`config.mk`:
```
export PLATFORM = sky130hd
export DESIGN_NAME = pred_define_unit
export DESIGN_NICKNAME = d
export VERILOG_FILES = /design/src/rtl/pdu_pkg.sv /design/src/rtl/pdu_compare.sv /design/src/rtl/pdu_dest_rule.sv /design/src/rtl/pdu_regfile.sv /design/src/rtl/pred_define_unit.sv
export SDC_FILE = /design/constraint.sdc
export NUM_CORES = 1
export LEC_CHECK = 0
export ABC_AREA = 1
export BUFFER_PORTS_ARGS = -buffer_cell sky130_fd_sc_hd__buf_2
export CORE_MARGIN = 2
export CORE_UTILIZATION = 56
export CTS_CLUSTER_SIZE = 20
export DETAILED_ROUTE_END_ITERATION = 12
export GPL_TIMING_DRIVEN = 0
export PLACE_DENSITY = 0.88
export REMOVE_ABC_BUFFERS = 1
export SLEW_MARGIN = 15
export SYNTH_ARGS = -nofsm -noshare
export SYNTH_HDL_FRONTEND = slang
export SYNTH_SLANG_ARGS = --single-unit
export TNS_END_PERCENT = 30
```
`constraint.sdc`:
```
create_clock -name clk -period 6.7 [get_ports clk]
set_clock_uncertainty 0.2 [all_clocks]
set_input_delay 0.335 -clock clk [delete_from_list [all_inputs] [get_ports clk]]
set_output_delay 0.335 -clock clk [all_outputs]
set_load 0.1 [all_outputs]
```
`src/rtl/pdu_pkg.sv`:
```
package pdu_pkg;
    typedef enum logic [1:0] {
        OP_NOP    = 2'd0,
        OP_DEFINE = 2'd1,
        OP_CLEAR  = 2'd2,
        OP_SET    = 2'd3
    } op_e;

    typedef enum logic [2:0] {
        C_EQ = 3'd0,
        C_NE = 3'd1,
        C_LT = 3'd2,
        C_GT = 3'd3,
        C_LE = 3'd4,
        C_GE = 3'd5
    } cond_e;

    typedef enum logic [1:0] {
        K_UNC  = 2'd0,
        K_OR   = 2'd1,
        K_AND  = 2'd2,
        K_NONE = 2'd3
    } kind_e;
endpackage

```
`src/rtl/pdu_compare.sv`:
```
module pdu_compare #(
    parameter int DATA_W = 32
) (
    input  logic [2:0]        cond_i,
    input  logic [DATA_W-1:0] a_i,
    input  logic [DATA_W-1:0] b_i,
    output logic              res_o
);
    import pdu_pkg::*;

    logic signed [DATA_W-1:0] sa, sb;
    assign sa = a_i;
    assign sb = b_i;

    always_comb begin
        unique case (cond_e'(cond_i))
            C_EQ:    res_o = (sa == sb);
            C_NE:    res_o = (sa != sb);
            C_LT:    res_o = (sa <  sb);
            C_GT:    res_o = (sa >  sb);
            C_LE:    res_o = (sa <= sb);
            C_GE:    res_o = (sa >= sb);
            default: res_o = 1'b0;
        endcase
    end
endmodule

```
`src/rtl/pdu_dest_rule.sv`:
```
module pdu_dest_rule (
    input  logic       en_i,
    input  logic       guard_i,
    input  logic       res_i,
    input  logic [1:0] kind_i,
    input  logic       cmp_i,
    output logic       we_o,
    output logic       val_o
);
    import pdu_pkg::*;

    logic eff;
    assign eff = res_i ^ cmp_i;

    always_comb begin
        we_o  = 1'b0;
        val_o = 1'b0;
        unique case (kind_e'(kind_i))
            K_UNC: begin
                we_o  = en_i;
                val_o = guard_i & eff;
            end
            K_OR: begin
                we_o  = en_i & guard_i & eff;
                val_o = 1'b1;
            end
            K_AND: begin
                we_o  = en_i & guard_i & ~eff;
                val_o = 1'b0;
            end
            K_NONE: begin
                we_o  = 1'b0;
                val_o = 1'b0;
            end
        endcase
    end
endmodule

```
`src/rtl/pdu_regfile.sv`:
```
module pdu_regfile #(
    parameter int NPRED    = 16,
    parameter int RD_PORTS = 2,
    localparam int IW      = $clog2(NPRED)
) (
    input  logic                   clk,
    input  logic                   rst_n,
    input  logic                   we0_i,
    input  logic [IW-1:0]          idx0_i,
    input  logic                   val0_i,
    input  logic                   we1_i,
    input  logic [IW-1:0]          idx1_i,
    input  logic                   val1_i,
    input  logic [RD_PORTS*IW-1:0] rd_idx_i,
    output logic [RD_PORTS-1:0]    rd_val_o,
    output logic [NPRED-1:0]       pred_o
);
    logic [NPRED-1:0] pred_q;

    // Entry 0 is a constant true; no storage behind it.
    assign pred_q[0] = 1'b1;

    for (genvar g = 1; g < NPRED; g++) begin : g_entry
        always_ff @(posedge clk) begin
            if (!rst_n)
                pred_q[g] <= 1'b0;
            else if (we1_i && idx1_i == IW'(g))
                pred_q[g] <= val1_i;   // second destination has priority
            else if (we0_i && idx0_i == IW'(g))
                pred_q[g] <= val0_i;
        end
    end

    for (genvar r = 0; r < RD_PORTS; r++) begin : g_rd
        assign rd_val_o[r] = pred_q[rd_idx_i[r*IW +: IW]];
    end

    assign pred_o = pred_q;

    assert_collision_second_R8: assert property (@(posedge clk) disable iff (!rst_n)
        (we0_i && we1_i && idx0_i == idx1_i && idx1_i != '0)
        |=> pred_q[$past(idx1_i)] == $past(val1_i));

    assert_single_write_R3: assert property (@(posedge clk) disable iff (!rst_n)
        (we0_i && !(we1_i && idx1_i == idx0_i) && idx0_i != '0)
        |=> pred_q[$past(idx0_i)] == $past(val0_i));
endmodule

```
`src/rtl/pred_define_unit.sv`:
```
module pred_define_unit #(
    parameter int NPRED    = 16,
    parameter int DATA_W   = 32,
    parameter int RD_PORTS = 2,
    localparam int IW      = $clog2(NPRED)
) (
    input  logic                   clk,
    input  logic                   rst_n,
    input  logic [1:0]             op_i,
    input  logic [2:0]             cond_i,
    input  logic [DATA_W-1:0]      src_a_i,
    input  logic [DATA_W-1:0]      src_b_i,
    input  logic [IW-1:0]          guard_i,
    input  logic [IW-1:0]          dst0_i,
    input  logic [1:0]             dst0_kind_i,
    input  logic                   dst0_cmp_i,
    input  logic [IW-1:0]          dst1_i,
    input  logic [1:0]             dst1_kind_i,
    input  logic                   dst1_cmp_i,
    input  logic [RD_PORTS*IW-1:0] rd_idx_i,
    output logic [RD_PORTS-1:0]    rd_val_o
);
    import pdu_pkg::*;

    logic [NPRED-1:0] pred_q;
    logic             is_def, guard_v, res;
    logic             r0_we, r0_val, r1_we, r1_val;
    logic             we0, val0;

    assign is_def  = (op_e'(op_i) == OP_DEFINE);
    assign guard_v = pred_q[guard_i];

    pdu_compare #(.DATA_W(DATA_W)) u_cmp (
        .cond_i (cond_i),
        .a_i    (src_a_i),
        .b_i    (src_b_i),
        .res_o  (res)
    );

    pdu_dest_rule u_rule0 (
        .en_i    (is_def),
        .guard_i (guard_v),
        .res_i   (res),
        .kind_i  (dst0_kind_i),
        .cmp_i   (dst0_cmp_i),
        .we_o    (r0_we),
        .val_o   (r0_val)
    );

    pdu_dest_rule u_rule1 (
        .en_i    (is_def),
        .guard_i (guard_v),
        .res_i   (res),
        .kind_i  (dst1_kind_i),
        .cmp_i   (dst1_cmp_i),
        .we_o    (r1_we),
        .val_o   (r1_val)
    );

    // Port 0 also carries the unguarded clear and set.
    always_comb begin
        unique case (op_e'(op_i))
            OP_CLEAR:  begin we0 = 1'b1;  val0 = 1'b0;   end
            OP_SET:    begin we0 = 1'b1;  val0 = 1'b1;   end
            OP_DEFINE: begin we0 = r0_we; val0 = r0_val; end
            default:   begin we0 = 1'b0;  val0 = 1'b0;   end
        endcase
    end

    pdu_regfile #(.NPRED(NPRED), .RD_PORTS(RD_PORTS)) u_rf (
        .clk      (clk),
        .rst_n    (rst_n),
        .we0_i    (we0),
        .idx0_i   (dst0_i),
        .val0_i   (val0),
        .we1_i    (r1_we),
        .idx1_i   (dst1_i),
        .val1_i   (r1_val),
        .rd_idx_i (rd_idx_i),
        .rd_val_o (rd_val_o),
        .pred_o   (pred_q)
    );

    assert_p0_true_R7: assert property (@(posedge clk) disable iff (!rst_n)
        pred_q[0] == 1'b1);

    assert_nop_hold_R6: assert property (@(posedge clk) disable iff (!rst_n)
        (op_e'(op_i) == OP_NOP) |=> $stable(pred_q));

    assert_or_never_drops_R4: assert property (@(posedge clk) disable iff (!rst_n)
        (is_def && kind_e'(dst0_kind_i) == K_OR && dst1_i != dst0_i)
        |=> (pred_q[$past(dst0_i)] || !$past(pred_q[dst0_i])));

    assert_and_never_raises_R5: assert property (@(posedge clk) disable iff (!rst_n)
        (is_def && kind_e'(dst0_kind_i) == K_AND && dst1_i != dst0_i)
        |=> (!pred_q[$past(dst0_i)] || $past(pred_q[dst0_i])));

    assert_false_guard_zero_R3: assert property (@(posedge clk) disable iff (!rst_n)
        (is_def && kind_e'(dst0_kind_i) == K_UNC && !pred_q[guard_i]
         && dst0_i != '0 && dst1_i != dst0_i)
        |=> !pred_q[$past(dst0_i)]);
endmodule

```
### Word level (Yosys, flattened, before mapping)

Cells that the tools add are included.

* register bits: 15
* bits of input ports: 97

* magnitude comparators: 7
* equality and inequality tests: 46
* mux-type cells: 43
* bitwise operators: 11
* reduce and logical (&&, ||, !) cells: 51

Operators with widths (count)
* equality test 4 bit, second input constant: 16
* two-way mux 1 bit: 33
* equality test 32 bit: 1
* equality test 4 x 3 -> 1 bit, second input constant: 8
* >= comparator 32 bit: 1
* greater-than comparator 32 bit: 1
* <= comparator 32 bit: 1
* < comparator 32 bit: 1
* inequality test 32 bit: 1
* logical AND 1 bit: 30
* nonzero test 2 bit: 15
* equality test 4 x 2 -> 1 bit, second input constant: 4
* < comparator 4 x 5 -> 1 bit, second input constant: 3
* binary-select mux 1 bit (select 4 bit): 3
* equality test 2 bit, second input constant: 6
* equality test 4 x 1 -> 1 bit, second input constant: 2
* one-hot mux 1 bit (4 select lines): 2
* bitwise AND 1 bit: 7
* equality test 2 x 1 -> 1 bit, second input constant: 3
* equality test 3 x 2 -> 1 bit, second input constant: 2
* equality test 3 bit, second input constant: 2
* one-hot mux 1 bit (3 select lines): 2
* one-hot mux 1 bit (6 select lines): 1
* OR reduction 2 bit: 3
* other kinds (6): 10

### Longest topological paths before layout

Gate-level depths: netlist (run 1).

* depth after elaboration: 10
* depth in mapped cells: 31
* gate-level depth less buffers: 30

### Hierarchy

A second synthesis (run 1) with hierarchy kept.

* cell total of the unflattened synthesis: 528
* area total of the unflattened synthesis: 2895.3 um^2

Modules (own cells, without submodules)
* pdu_regfile: times used 1, cells an instance 262, area each 1401.3 um^2, seq. area each 300.3 um^2
* pdu_compare: times used 1, cells an instance 167, area each 980.9 um^2, seq. area each 0.0 um^2
* pdu_dest_rule: times used 2, cells an instance 22, area each 132.6 um^2, seq. area each 0.0 um^2
* pred_define_unit: times used 1, cells an instance 55, area each 247.7 um^2, seq. area each 0.0 um^2

### Worst setup path after synthesis (run 1)

OpenSTA, ideal clock, no wires.

* kind: input port to output port
* from: input rd_idx_i[0]
* to: output rd_val_o[0]
* arrival time: 3046 ps
* setup slack: 3119 ps
* cell stages on the path: 5
* buffers on the path: 0
* cells stage by stage: inv_1 -> nor2_1 -> o21ai_0 -> nor2_1 -> o32ai_1

* word-level cells in the longest chain between the ends: 2

RTL lines
* start: declaration: line pred_define_unit.sv:20 `input logic [RD_PORTS*IW-1:0] rd_idx_i,`
* binary-select mux 1 bit (select 4 bit): line pdu_regfile.sv:35 `assign rd_val_o[r] = pred_q[rd_idx_i[r*IW +: IW]];`
* two-way mux 1 bit (implied by the code): line pdu_regfile.sv:35
* end: declaration: line pred_define_unit.sv:21 `output logic [RD_PORTS-1:0] rd_val_o`

No other way between the ends. The select of a mux whose other input is x is not followed.

### Worst setup path after layout (run 1)

* from: input src_a_i[31]
* to: register u_rf.pred_q[7], in the netlist u_rf.pred_o[7]

* word-level cells in the longest chain between the ends: 9
* elaborated cells on any way between the ends: 28

RTL lines
* start: declaration: line pred_define_unit.sv:11 `input logic [DATA_W-1:0] src_a_i,`
* >= comparator 32 bit, or another cell as far along: line pdu_compare.sv:22 `C_GE: res_o = (sa >= sb);`
* one-hot mux 1 bit (6 select lines) (*): line pdu_compare.sv:16 `unique case (cond_e'(cond_i))`
* bitwise XOR 1 bit: line pdu_dest_rule.sv:13 `assign eff = res_i ^ cmp_i;`
* NOT 1 bit: line pdu_dest_rule.sv:28 `we_o = en_i & guard_i & ~eff;`
* bitwise AND 1 bit: line pdu_dest_rule.sv:28
* one-hot mux 1 bit (4 select lines): line pdu_dest_rule.sv:18 `unique case (kind_e'(kind_i))`
* one-hot mux 1 bit (2 select lines): line pred_define_unit.sv:62 `unique case (op_e'(op_i))`
* logical AND 1 bit: line pdu_regfile.sv:29 `else if (we0_i && idx0_i == IW'(g))`
* nonzero test 2 bit (no line)
* end signal: indexed assignment: line pdu_regfile.sv:28 `pred_q[g] <= val1_i;`
* end signal: indexed assignment: line pdu_regfile.sv:30 `pred_q[g] <= val0_i;`
* end: declaration: line pdu_regfile.sv:18 `logic [NPRED-1:0] pred_q;`

Every way passes the cells marked *; elsewhere a longest branch is shown, timed or not. The select of a mux whose other input is x is not followed.
A chain may end at the register's enable or synchronous reset.

==> results of run 1 <==
## stage by stage
stage	total power [mW]	hold slack (ns)	instance area [µm²]	setup slack, ns	util [%]
5_1_grt	0.364	0.127	3470	3.37	68.9
4_1_cts	0.336	0.116	3470	3.74	68.9
3_3_place_gp	0.253	0.270	3430	3.57	68.0
3_5_place_dp	0.260	0.306	3430	3.48	68.0
6_report	0.334	0.120	3470	3.75	68.9
2_1_floorplan	0.204	0.261	2850	3.12	-
## per-layer routing
metal / vias up / GRT usage [%] / routed length [µm]
met2: 153 / 48.3 / 3630
met4: 0 / 13.1 / 235
li1: 1802 / - / -
met5: - / 0 / 0
met3: 26 / 4.15 / 517
met1: 1489 / 29.3 / 3000
## cell usage in the layout (no fill, tap or decap), types with 3 or more instances in the layout
cell      count
a21oi_1      30
a21oi_2       9
buf_2        98
clkbuf_8      3
dfxtp_1      15
ha_1         40
inv_1        77
inv_2         4
nand2_1     138
nand2_2       7
nand2_4      10
nand3_1      29
nor2_1       65
nor2_2        3
o21ai_0      26
o21ai_1      14
or2_2         3
## cells by family (layout without fill, tap and decap cells)
group / after synthesis / in the layout / share of synthesized area [%]
compound gates: 93 / 93 / 19.0
buf+inv: 89 / 184 / 12.5
fa+ha+maj: 40 / 40 / 17.2
flops: 15 / 15 / 10.3
simple gates: 266 / 266 / 41.0
## path summary, 6_finish.rpt
check        slack [ns]              to  cells past startpoint           start
max                3.75  u_rf.pred_o[7]                     23     src_a_i[31]
max reg2reg        4.06  u_rf.pred_o[7]                     11  u_rf.pred_o[8]
min                0.12  u_rf.pred_o[6]                      3           rst_n
min reg2reg        0.31  u_rf.pred_o[4]                      2  u_rf.pred_o[4]
## worst reg2reg max path, stage by stage (launching register included)
cell and delay [ns]:
dfxtp_1 0.47, nand2_1 0.10, nand3_1 0.08, nand3_1 0.07, a32o_1 0.31, nor4b_1 0.35
nand3_2 0.15, nand2_4 0.29, nand2_1 0.16, o21ai_0 0.18, nand2_1 0.08, a21oi_1 0.13
## power by group
group / internal [mW] / leakage [nW] / switching (mW) / total [mW]
logic: 0.0663 / 1.88 / 0.100 / 0.167
registers: 0.0906 / 0.121 / 0.00150 / 0.0921
clock network: 0.0423 / 0.0228 / 0.0334 / 0.0756
## cell type report
class	instances	area [µm²]
inverters	82	308
flip-flops and latches	15	300
repair buffers	98	490
multi-input cells	399	2240
clock buffers	4	45.0
well taps	70	87.6
fillers	442	1570
==> out/metrics.yaml, run 1 <==
clock_network:
  clockBufferDepth: 2
  hold_buffers: 0
  insertion_delay_ns: 0.26
  postCtsSetupBuffers: 0
  cts_resized: 0
  cts_tree: "yes"
  cts.clk_slew.worst_paths_ns: 0.06
  cts_buffers: 3
  clock_tree.root_cell: "clkbuf_8"
  cts_num_sinks: 15
  ctsHtreeMaxLevel: 1
sta:
  worst_slew_pin_slew_ns: 0.612
  relSlewSlack_pct: 59.2
  grt_setup_unrepaired: "false"
  finalCritPeriodShare_pct: 44.0
  maxSlewViolCount: 0
  hold_violations: 0
  layout_min_cycle_time_ns: 2.95
  fmax_mhz: 339
  fin_tns_setup_ns: 0
  setup_viol: 0
critical_path:
  cpPeakStageDelay_ns: 0.30
  crit_buf_inv: 2
  critical_path.startpoint_type: "input pin"
  cp.arrival_ns: 2.93
  critical_path_required_ns: 6.68
  crit_family: "simple AND/OR/NAND/NOR gates"
  path_class: "in2reg"
  cp-end-kind: "flop"
  crit_path_frequent_cell: "nand2_1"
  cp_max_fo: 15
  crit_slowest_cell: "ha_1"
  path_cells: "buf_2 -> ha_1 -> nand2_1 -> nor2_2 -> nand2_1 -> inv_1 -> a21oi_1 -> nand2_1 -> nand2_1 -> nand2_1 -> nand2_1 -> nand2_1 -> nor2_4 -> nand2_2 -> nand2_2 -> nand2_2 -> nand2_1 -> nand3_2 -> nand2_4 -> nand2_1 -> o21ai_0 -> nand2_1 -> a21oi_1"
flow_run:
  max_cap_viol_count: 0
global_route:
  antenna_found_initial: 0
  grt_pass1_vias: 3328
  grt_usage_pct: 26.3
  overflow: 0
  grt_pass1_wl_mm: 13.0
  grt_max_degree: 16
place:
  dp_cells: 664
  routabilityCongestion: 0.917
  numPortBuffers: 98
  dpl.hpwl_mm: 6.28
cells_and_area:
  largest_register_ffs: 15
  drive_above_1_share_pct: 23.9
  final_nets: 736
  diodes: 0
  final_cell_count_no_fill: 668
  syn_to_final_growth_pct: 19.6
synth:
  netlist_area_um2: 2900
  yosys_most_used_dff: "dfxtp_1"
  async_flop_share_pct: 0
  synth-edff-count: 0
  synth_commonest_cells: "138 x nand2_1, 77 x inv_1, 65 x nor2_1, 40 x ha_1, 30 x a21oi_1"
  synth_top_area_cell: "nand2_1"
  yosys_warnings: 0
  yosys-top-cells-area: "nand2_1 18%, ha_1 17%, dfxtp_1 10%"
  ys_seq_area_share_pct: 10.3
  synth.most_common_cell: "nand2_1"
  syn_area_per_cell_um2: 5.77
  yosys_register_bits: 15
  yosysTopAreaCellShare_pct: 17.8
  synth_cell_types: 38
  synth_cells: 503
detailed_routing:
  drtIter0Drc: 177
  vias: 3470
  vias_per_cell: 5.19
  avgRoutedWirePerCell_um: 11.1
  ant_nets: 0
  dr.pass1.iters: 5
  wirelength_mm: 7.39
  drc: 0
die:
  die_w_um: 76.0
  die-height_um: 76.0
  start_util_pct: 57.6
  design.core.area_um2: 5040
  die_area_um2: 5780
  rows: 26
  ios: 99
outcome:
  status: "finished clean"
hold_path:
  holdCritPathClass: "in2reg"
power:
  p_leak_nw: 2.02
  power_density_nw_per_um2: 96.3
  max-vdd-ir-drop_mv: 0.0595
No activity file was read; power rests on OpenSTA's default activity.
==> inputs of run 2 (changes only) <==
--- a/config.mk
+++ b/config.mk
@@ -8,11 +8,11 @@
 export ABC_AREA = 1
 export BUFFER_PORTS_ARGS = -buffer_cell sky130_fd_sc_hd__buf_2
 export CORE_MARGIN = 2
-export CORE_UTILIZATION = 56
+export CORE_UTILIZATION = 52
 export CTS_CLUSTER_SIZE = 20
 export DETAILED_ROUTE_END_ITERATION = 12
 export GPL_TIMING_DRIVEN = 0
-export PLACE_DENSITY = 0.88
+export PLACE_DENSITY = 0.82
 export REMOVE_ABC_BUFFERS = 1
 export SLEW_MARGIN = 15
 export SYNTH_ARGS = -nofsm -noshare
==> constraint.sdc (replaced) <==
create_clock -name clk -period 3 [get_ports clk]
set_clock_uncertainty 0.2 [all_clocks]
set_input_delay 0.15 -clock clk [delete_from_list [all_inputs] [get_ports clk]]
set_output_delay 0.15 -clock clk [all_outputs]
set_load 0.1 [all_outputs]
==> run 2 against run 1 <==
Setup slack worse by 3.5 ns. Global-route usage decreased by 1.8 points. Non-clock buffer count increased by 6. Core utilization shrank 3.4 points. Critical path type is now reg2reg. Combinational power rose by 130%. Sequential cell count is the same. Via count rose by 0.84%. Critical path depth fell by 8. Clock power up 120%. Design area rose by 2.6%.
==> out/metrics.yaml, run 2 (synthesis results as in run 1) <==
sta:
  maxSlewViolCount: 0
  fmax_mhz: 366
  worst_slew_pin_slew_ns: 0.656
  layout_min_cycle_time_ns: 2.73
  relSlewSlack_pct: 56.2
  setup_ws_ns: 0.270
  finalCritPeriodShare_pct: 91.0
  hold_violations: 0
  setup_viol: 0
  fin_tns_setup_ns: 0
critical_path:
  rr_worst_depth: 15
  r2r_end: "u_rf.pred_o[4]"
  cp_max_fo: 6
  path_class: "reg2reg"
  ff2ff_setup_slack_ns: 0.27
  r2r_start: "u_rf.pred_o[6]"
  critical_path_required_ns: 2.91
  cp.arrival_ns: 2.64
  critical_path.startpoint_type: "flop"
  cp-end-kind: "flop"
detailed_routing:
  drtIter0Drc: 186
  dr.pass1.iters: 5
  avgRoutedWirePerCell_um: 11.3
  vias_per_cell: 5.17
  wirelength_mm: 7.65
  ant_nets: 0
  drc: 0
  vias: 3499
die:
  die-height_um: 78.7
  design.core.area_um2: 5440
  start_util_pct: 53.4
  ios: 99
  rows: 27
  die_area_um2: 6200
  die_w_um: 78.7
global_route:
  grt_max_degree: 16
  overflow: 0
  antenna_found_initial: 0
  grt_pass1_vias: 3090
  grt_pass1_wl_mm: 12.6
  grt_usage_pct: 24.4
clock_network:
  cts_num_sinks: 15
  cts_tree: "yes"
  ctsHtreeMaxLevel: 1
  insertion_delay_ns: 0.25
  cts_buffers: 3
  clock_tree.root_cell: "clkbuf_8"
  cts.clk_slew.worst_paths_ns: 0.06
  clockBufferDepth: 2
cells_and_area:
  layout_common_cells: "138 x nand2_1, 98 x buf_2, 76 x inv_1, 65 x nor2_1, 40 x ha_1"
  drive_above_1_share_pct: 24.8
  final_nets: 743
  final_util_pct: 65.5
  largest_register_ffs: 15
  mostFrequentLayoutCell: "nand2_1"
  diodes: 0
  syn_to_final_growth_pct: 22.7
power:
  p_int_mw: 0.451
  p_leak_nw: 2.07
  total_power_mw: 0.758
  power_density_nw_per_um2: 213
  clkPwrFrac_pct: 22.0
  power.switching_mw: 0.307
  max-vdd-ir-drop_mv: 0.163
  swShare_pct: 40.5
  p_comb_share_pct: 50.8
  seq_power_share_pct: 27.2
place:
  numPortBuffers: 98
  dp_slack_ns: -0.0741
  routabilityCongestion: 0.903
  dpl.hpwl_mm: 6.34
hold_path:
  holdCritPathClass: "in2reg"
  min_to: "u_rf.pred_o[8]"
  min_from: "dst1_i[0]"
  whs_path_depth: 8
outcome:
  status: "finished clean"
flow_run:
  max_cap_viol_count: 0
==> run 2: cell count changes in the layout (fill, tap and decap cells not counted), sizes merged <==
cell	delta
dlygate4sd3	+1
nand2	+1
buf	+5
==> run 2: final cells by class <==
cell class	instances	area [µm²]
Clock buffer	4	45.0
Tap cell	72	90.1
Inverter	82	308
Sequential cell	15	300
Fill cell	518	1880
Multi-Input combinational cell	400	2270
Timing Repair Buffer	104	551
==> run 2: how the worst max path moves through the flow <==
stage / start / end / slack (ns)
3_3_place_gp: src_a_i[5] / u_rf.pred_o[2] / 0.04
4_1_cts: src_a_i[5] / u_rf.pred_o[11] / 0.18
2_1_floorplan: u_rf.pred_o[2] / rd_val_o[1] / -0.27
6_report: u_rf.pred_o[6] / u_rf.pred_o[4] / 0.27
3_5_place_dp: src_a_i[5] / u_rf.pred_o[11] / -0.07
5_1_grt: src_a_i[5] / u_rf.pred_o[11] / -0.03
==> run 2: critical path, cell delays in order (launching register included) <==
cell and delay [ns]:
dfxtp_1 0.32, inv_1 0.10, nand2_1 0.07, o21ai_0 0.07
a21oi_1 0.11, o21ai_0 0.09, a32o_1 0.27, nor4b_1 0.53
nand3_4 0.21, nand2_4 0.18, buf_4 0.14, nand2_4 0.05
nand2_1 0.06, o21ai_1 0.06, nand2_1 0.09, a21oi_2 0.05
==> run 2: routing by layer <==
metal  vias to the layer above  GRT usage [%]  share of wire, %
met2                       119           46.1                50
met3                        19           2.95               6.3
li1                       1813              -                 -
met1                      1548           29.1                42
met4                         0           6.14               2.0
met5                         -              0                 0
==> run 2: metrics by stage <==
stage          hold WS [ns]  cell area, µm²  std cells
2_1_floorplan        0.0762            2850        496
3_3_place_gp          0.196            3430        666
3_5_place_dp          0.198            3430        666
4_1_cts               0.250            3480        671
5_1_grt               0.296            3560        677
6_report              0.257            3560        677
==> run 2: timing repair <==
action,CTS,global route
gates resized for setup,0,4
endpoints found under the hold margin,1,0
endpoints found under the setup margin,0,15
buffers inserted,0,5
hold buffers,1,0
==> run 2: power by group through the flow <==
stage	clock network (mW)	registers [mW]	logic [mW]
after global routing	0.178	0.206	0.441
after CTS	0.170	0.206	0.375
after global placement	0	0.210	0.357
after floorplan	0	0.208	0.247
after detailed placement	0	0.210	0.372
final	0.167	0.206	0.385
